--- src/rtl/irq_pkg.sv ---
package irq_pkg;
  localparam int ADDR_W = 2;
  typedef enum logic [ADDR_W-1:0] {
    REG_FLAG  = 2'd0,
    REG_ENA   = 2'd1,
    REG_ROUTE = 2'd2,
    REG_LEVEL = 2'd3
  } reg_sel_e;
endpackage

--- src/rtl/irq_src_cell.sv ---
module irq_src_cell #(
  parameter int LVL_W = 3
) (
  input  logic             clk_i,
  input  logic             rst_ni,
  input  logic             evt_i,
  input  logic             clr_i,
  input  logic             ena_we_i,
  input  logic             ena_d_i,
  input  logic             route_we_i,
  input  logic             route_d_i,
  input  logic             lvl_we_i,
  input  logic [LVL_W-1:0] lvl_d_i,
  output logic             flag_o,
  output logic             ena_o,
  output logic             route_o,
  output logic [LVL_W-1:0] lvl_o
);
  always_ff @(posedge clk_i or negedge rst_ni) begin
    if (!rst_ni) begin
      flag_o  <= 1'b0;
      ena_o   <= 1'b0;
      route_o <= 1'b0;
      lvl_o   <= '0;
    end else begin
      // event has priority over clear
      if (evt_i)      flag_o <= 1'b1;
      else if (clr_i) flag_o <= 1'b0;
      if (ena_we_i)   ena_o   <= ena_d_i;
      if (route_we_i) route_o <= route_d_i;
      if (lvl_we_i)   lvl_o   <= lvl_d_i;
    end
  end
endmodule

--- src/rtl/irq_regif.sv ---
module irq_regif
  import irq_pkg::*;
#(
  parameter int N_SRC  = 8,
  parameter int LVL_W  = 3,
  parameter int DATA_W = 32
) (
  input  logic                   we_i,
  input  logic [ADDR_W-1:0]      addr_i,
  input  logic [DATA_W-1:0]      wdata_i,
  input  logic [N_SRC-1:0]       flag_i,
  input  logic [N_SRC-1:0]       ena_i,
  input  logic [N_SRC-1:0]       route_i,
  input  logic [N_SRC*LVL_W-1:0] lvl_i,
  output logic [N_SRC-1:0]       flag_clr_o,
  output logic                   ena_we_o,
  output logic                   route_we_o,
  output logic                   lvl_we_o,
  output logic [DATA_W-1:0]      rdata_o
);
  reg_sel_e sel;
  assign sel = reg_sel_e'(addr_i);

  assign flag_clr_o = (we_i && sel == REG_FLAG) ? wdata_i[N_SRC-1:0] : '0;
  assign ena_we_o   = we_i && sel == REG_ENA;
  assign route_we_o = we_i && sel == REG_ROUTE;
  assign lvl_we_o   = we_i && sel == REG_LEVEL;

  always_comb begin
    rdata_o = '0;
    unique case (sel)
      REG_FLAG:  rdata_o[N_SRC-1:0]       = flag_i;
      REG_ENA:   rdata_o[N_SRC-1:0]       = ena_i;
      REG_ROUTE: rdata_o[N_SRC-1:0]       = route_i;
      REG_LEVEL: rdata_o[N_SRC*LVL_W-1:0] = lvl_i;
      default:   rdata_o = '0;
    endcase
  end
endmodule

--- src/rtl/irq_arbiter.sv ---
module irq_arbiter #(
  parameter int N_SRC = 8,
  parameter int LVL_W = 3,
  localparam int IDX_W = (N_SRC > 1) ? $clog2(N_SRC) : 1
) (
  input  logic [N_SRC-1:0]       qual_i,
  input  logic [N_SRC*LVL_W-1:0] lvl_i,
  output logic                   any_o,
  output logic [IDX_W-1:0]       idx_o,
  output logic [LVL_W-1:0]       lvl_o
);
  always_comb begin
    any_o = 1'b0;
    idx_o = '0;
    lvl_o = '0;
    // strict greater-than keeps the lower index on ties
    for (int i = 0; i < N_SRC; i++) begin
      if (qual_i[i] && (!any_o || lvl_i[i*LVL_W +: LVL_W] > lvl_o)) begin
        any_o = 1'b1;
        idx_o = IDX_W'(i);
        lvl_o = lvl_i[i*LVL_W +: LVL_W];
      end
    end
  end
endmodule

--- src/rtl/irq_ctrl.sv ---
module irq_ctrl
  import irq_pkg::*;
#(
  parameter int N_SRC    = 8,
  parameter int LVL_W    = 3,
  parameter int DATA_W   = 32,
  parameter int VEC_W    = 8,
  parameter int VEC_BASE = 16
) (
  input  logic              clk_i,
  input  logic              rst_ni,
  input  logic [N_SRC-1:0]  evt_i,
  input  logic              bus_we_i,
  input  logic [ADDR_W-1:0] bus_addr_i,
  input  logic [DATA_W-1:0] bus_wdata_i,
  output logic [DATA_W-1:0] bus_rdata_o,
  output logic              irq_o,
  output logic [LVL_W-1:0]  irq_lvl_o,
  output logic [VEC_W-1:0]  irq_vec_o,
  output logic [N_SRC-1:0]  dma_req_o
);
  localparam int IDX_W = (N_SRC > 1) ? $clog2(N_SRC) : 1;

  logic [N_SRC-1:0]       flag_q, ena_q, route_q, flag_clr, qual;
  logic [N_SRC*LVL_W-1:0] lvl_flat;
  logic                   ena_we, route_we, lvl_we, win_any;
  logic [IDX_W-1:0]       win_idx;
  logic [LVL_W-1:0]       win_lvl;
  logic [VEC_W-1:0]       win_vec, vec_q;

  irq_regif #(.N_SRC(N_SRC), .LVL_W(LVL_W), .DATA_W(DATA_W)) u_regif (
    .we_i(bus_we_i), .addr_i(bus_addr_i), .wdata_i(bus_wdata_i),
    .flag_i(flag_q), .ena_i(ena_q), .route_i(route_q), .lvl_i(lvl_flat),
    .flag_clr_o(flag_clr), .ena_we_o(ena_we), .route_we_o(route_we),
    .lvl_we_o(lvl_we), .rdata_o(bus_rdata_o)
  );

  for (genvar i = 0; i < N_SRC; i++) begin : g_src
    irq_src_cell #(.LVL_W(LVL_W)) u_cell (
      .clk_i(clk_i), .rst_ni(rst_ni),
      .evt_i(evt_i[i]), .clr_i(flag_clr[i]),
      .ena_we_i(ena_we), .ena_d_i(bus_wdata_i[i]),
      .route_we_i(route_we), .route_d_i(bus_wdata_i[i]),
      .lvl_we_i(lvl_we), .lvl_d_i(bus_wdata_i[i*LVL_W +: LVL_W]),
      .flag_o(flag_q[i]), .ena_o(ena_q[i]), .route_o(route_q[i]),
      .lvl_o(lvl_flat[i*LVL_W +: LVL_W])
    );
  end

  assign qual      = flag_q & ena_q & ~route_q;
  assign dma_req_o = flag_q & ena_q;

  irq_arbiter #(.N_SRC(N_SRC), .LVL_W(LVL_W)) u_arb (
    .qual_i(qual), .lvl_i(lvl_flat),
    .any_o(win_any), .idx_o(win_idx), .lvl_o(win_lvl)
  );

  assign win_vec = VEC_W'(VEC_BASE) + VEC_W'(win_idx);

  always_ff @(posedge clk_i or negedge rst_ni) begin
    if (!rst_ni)      vec_q <= VEC_W'(VEC_BASE);
    else if (win_any) vec_q <= win_vec;
  end

  assign irq_o     = win_any;
  assign irq_lvl_o = win_any ? win_lvl : '0;
  assign irq_vec_o = win_any ? win_vec : vec_q;
endmodule

--- config.mk ---
export PLATFORM = sky130hd
export DESIGN_NAME = irq_ctrl
export DESIGN_NICKNAME = d
export VERILOG_FILES = /design/src/rtl/irq_pkg.sv /design/src/rtl/irq_src_cell.sv /design/src/rtl/irq_regif.sv /design/src/rtl/irq_arbiter.sv /design/src/rtl/irq_ctrl.sv
export SDC_FILE = /design/constraint.sdc
export NUM_CORES = 1
export LEC_CHECK = 0
export ABC_AREA = 1
export BUFFER_PORTS_ARGS = -buffer_cell sky130_fd_sc_hd__buf_4
export CORE_MARGIN = 2
export CORE_UTILIZATION = 35
export CTS_CLUSTER_DIAMETER = 100
export DETAILED_ROUTE_END_ITERATION = 7
export PLACE_DENSITY_LB_ADDON = 0.08
export SLEW_MARGIN = 10
export SYNTH_ARGS = -nofsm -noshare
export SYNTH_HDL_FRONTEND = slang
export SYNTH_SLANG_ARGS = --single-unit
--- constraint.sdc ---
create_clock -name clk_i -period 21.8 [get_ports clk_i]
set_input_delay 4.36 -clock clk_i [delete_from_list [all_inputs] [get_ports clk_i]]
set_output_delay 4.36 -clock clk_i [all_outputs]
set_load 0.05 [all_outputs]
==> impl_metrics.tcl <==
set metrics [dict create \
    leakage_nw 2.30 \
    cts_tree "yes" \
    slew_viol_final 0 \
    fmax_ghz 0.0767 \
    antenna_cells 0 \
    synthSimpleGateAreaFrac 0.298 \
    rows 36 \
    synth.avg_cell_area_um2 7.26 \
    multi_input_area_um2 1700 \
    synth_seq_cells 56 \
    routedWlPerCell_um 12.6 \
    synth_xor_area_frac 0 \
    maxCapViolCount 0 \
    grt.total_usage 0.173 \
    yosys_most_used_dff "dfrtp_1" \
    holdBufCountCts 0 \
    clk_latency_ns 0.32 \
    critPathMaxFanout 7 \
    io_buffers 80 \
    fillers 1030 \
    synthAdderAreaFrac 0.0765 \
    clkTransAtPathRegs_ns 0.10 \
    post-cts-setup-buffer-count 0 \
    hp-class "reg2reg" \
    synth_cell_types 30 \
    nets 617 \
    dr.pass1.iters 4 \
    synth-edff-count 0 \
    grt_pass1_vias 3037 \
    crit_top_cell "nand2_1" \
    worst_pin_slew_ns 0.890 \
    route.detailed.drc 0 \
    grt_remaining_overflow 0 \
    fin_worst_skew_ns 0.00786 \
    cp_data_required_time_ns 17.44 \
    setup_tns_ns 0 \
    endpoint_kind "output pin" \
    fin_cells 684 \
    synth-compound-area-share 0.113 \
    via_count 3177 \
    status "complete, no violations" \
    root_buffer "clkbuf_8" \
    grt_max_degree 57 \
    synth_warnings 0 \
    netlist_instances 473 \
    h-tree-depth 2 \
    start_kind "flop" \
    ir_drop_v 0.0000504 \
    die_area_um2 10600 \
    ant_nets 0 \
    hold_violations 0 \
    slowest_delay_ns 0.40 \
    rsz0062_at_grt "no" \
    hpwl_um 6470 \
    cts_resized 0 \
    cts_sinks 56 \
    cts_buffer_depth 2 \
    setup_violations 0 \
    crit_arrival_ns 8.68 \
    viasPerCell 4.64 \
    grt_pass1_wl_um 14400 \
    muxShareOfSynthArea 0 \
    synthToLayoutAreaGrowth_pct 23.1 \
    boundaryPins 97 \
    die_w_um 103 \
    syn_area_um2 3440 \
    antenna_found_initial 0 \
    powerDensity_nw_per_um2 102 \
    post-route-period-util 0.598 \
    ys_seq_area_frac 0.408 \
    drive_gt1_frac 0.198 \
    place.gp.congestion 0.835 \
    synth_top_family_by_area "simple AND/OR/NAND/NOR gates" \
    drt_iter0_drc 128 \
    numCtsBuffers 5 \
    drt_wl_total_um 8600 \
    relSlewSlack 0.405 \
    synth-async-reset-ratio 1.00 \
    coreArea_um2 9640 \
    critical_path.slowest_cell "dfrtp_1" \
    period_needed_ns 13.04 \
    crit_type "reg2out" \
    seq_area_um2 1400 \
    dp_cells 677 \
    die_h_um 103 \
    initial_core_util 0.356 \
]
==> worst max-delay path, delay by kind of cell (launching register included) <==
kind | cells | cell delay (ns)
and+or+nand+nor | 43 | 3.76
AOI/OAI and AO/OA | 9 | 1.10
buffers and inverters | 10 | 0.98
adders and majority gates | 7 | 2.11
DFF | 1 | 0.40
==> layout by cell type (no fill, tap or decap), drive strengths merged <==
| cell | count |
|---|---|
| inv | 69 |
| clkinvlp | 1 |
| or2 | 2 |
| buf | 81 |
| nor3 | 1 |
| nand4 | 4 |
| nand2 | 139 |
| o2111ai | 4 |
| dfrtp | 55 |
| a22oi | 1 |
| o211ai | 1 |
| nor2 | 52 |
| clkinv | 2 |
| conb | 8 |
| dfstp | 1 |
| a21oi | 23 |
| nand3 | 31 |
| and2 | 8 |
| a31oi | 1 |
| a221oi | 1 |
| ha | 21 |
| o21ai | 39 |
| clkbuf | 5 |
| o21bai | 1 |
==> cell families (layout without fill, tap and decap cells) <==
kind of cell / Yosys count / count (layout)
other: 1 / 8
AO/OA/AOI/OAI: 71 / 71
adder cells (fa/ha/maj): 21 / 21
buffers and inverters: 87 / 158
flip-flops: 56 / 56
AND/OR/NAND/NOR: 237 / 237
==> report_power, final <==
part / internal [mW] / switching (mW)
Combinational: 0.0801 / 0.163
Sequential: 0.119 / 0.0105
Clock: 0.0225 / 0.0362
Total: 0.222 / 0.210
==> area by class of cell <==
cell class                 instances  area share
multi-input combinational        337       0.402
sequential                        56       0.332
timing repair buffer              81       0.144
inverter                          70      0.0624
tap                              133      0.0394
clock buffer                       5      0.0163
clock inverter                     2     0.00385
==> stage by stage <==
stage               instance area, um2  setup WS (ns)  hold WS, ns  power (mW)  utilization
finish                            4230           8.76        0.494       0.431        0.439
global route                      4230           7.47        0.519       0.473        0.439
CTS                               4230           8.70        0.497       0.438        0.439
detailed placement                4140           9.09        0.473       0.377        0.430
global placement                  4140           9.27        0.467       0.372        0.430
floorplan                         3460          10.10        0.453       0.312            -
==> metal layers <==
metal  global-route usage  up-vias  wire [um]
li1                     -     1638          -
met1                0.225     1459       3970
met2                0.295       70       4150
met3               0.0285       10        361
met4               0.0496        0        125
met5                    0        -          0
==> final timing paths <==
kind,slack (ns),endpoint,startpoint,cells past startpoint
setup / recovery,8.76,irq_lvl_o[1],g_src[0].u_cell.ena_o$_DFFE_PN0P_,69
hold / removal,0.49,vec_q[7]$_DFF_PN0_,vec_q[7]$_DFF_PN0_,2
setup reg to reg,13.58,vec_q[1]$_DFF_PN0_,g_src[0].u_cell.ena_o$_DFFE_PN0P_,65
hold reg to reg,0.49,vec_q[7]$_DFF_PN0_,vec_q[7]$_DFF_PN0_,2
max in group asynchronous,17.20,g_src[6].u_cell.lvl_o[0]$_DFFE_PN0P_,rst_ni,1
min in group asynchronous,4.10,vec_q[7]$_DFF_PN0_,rst_ni,1
==> cells in the mapped netlist, types with 5 or more instances <==
cell,instances,share of area
nand2_1,133,0.15
inv_2,5,0.0055
nor2_1,46,0.050
nor2_4,5,0.016
dfrtp_1,55,0.40
and2_1,8,0.015
nand3_1,31,0.045
o21ai_0,38,0.055
nand2_2,6,0.011
buf_4,8,0.017
a21oi_1,23,0.034
inv_1,63,0.069
clkbuf_1,9,0.0098
ha_1,21,0.076
==> state kept, by name, indices dropped and copies added, names as in the netlist <==
register              count
g_src.u_cell.route_o      8
g_src.u_cell.lvl_o       24
vec_q                     8
g_src.u_cell.ena_o        8
g_src.u_cell.flag_o       8
Power figures use the tool's default switching activity.
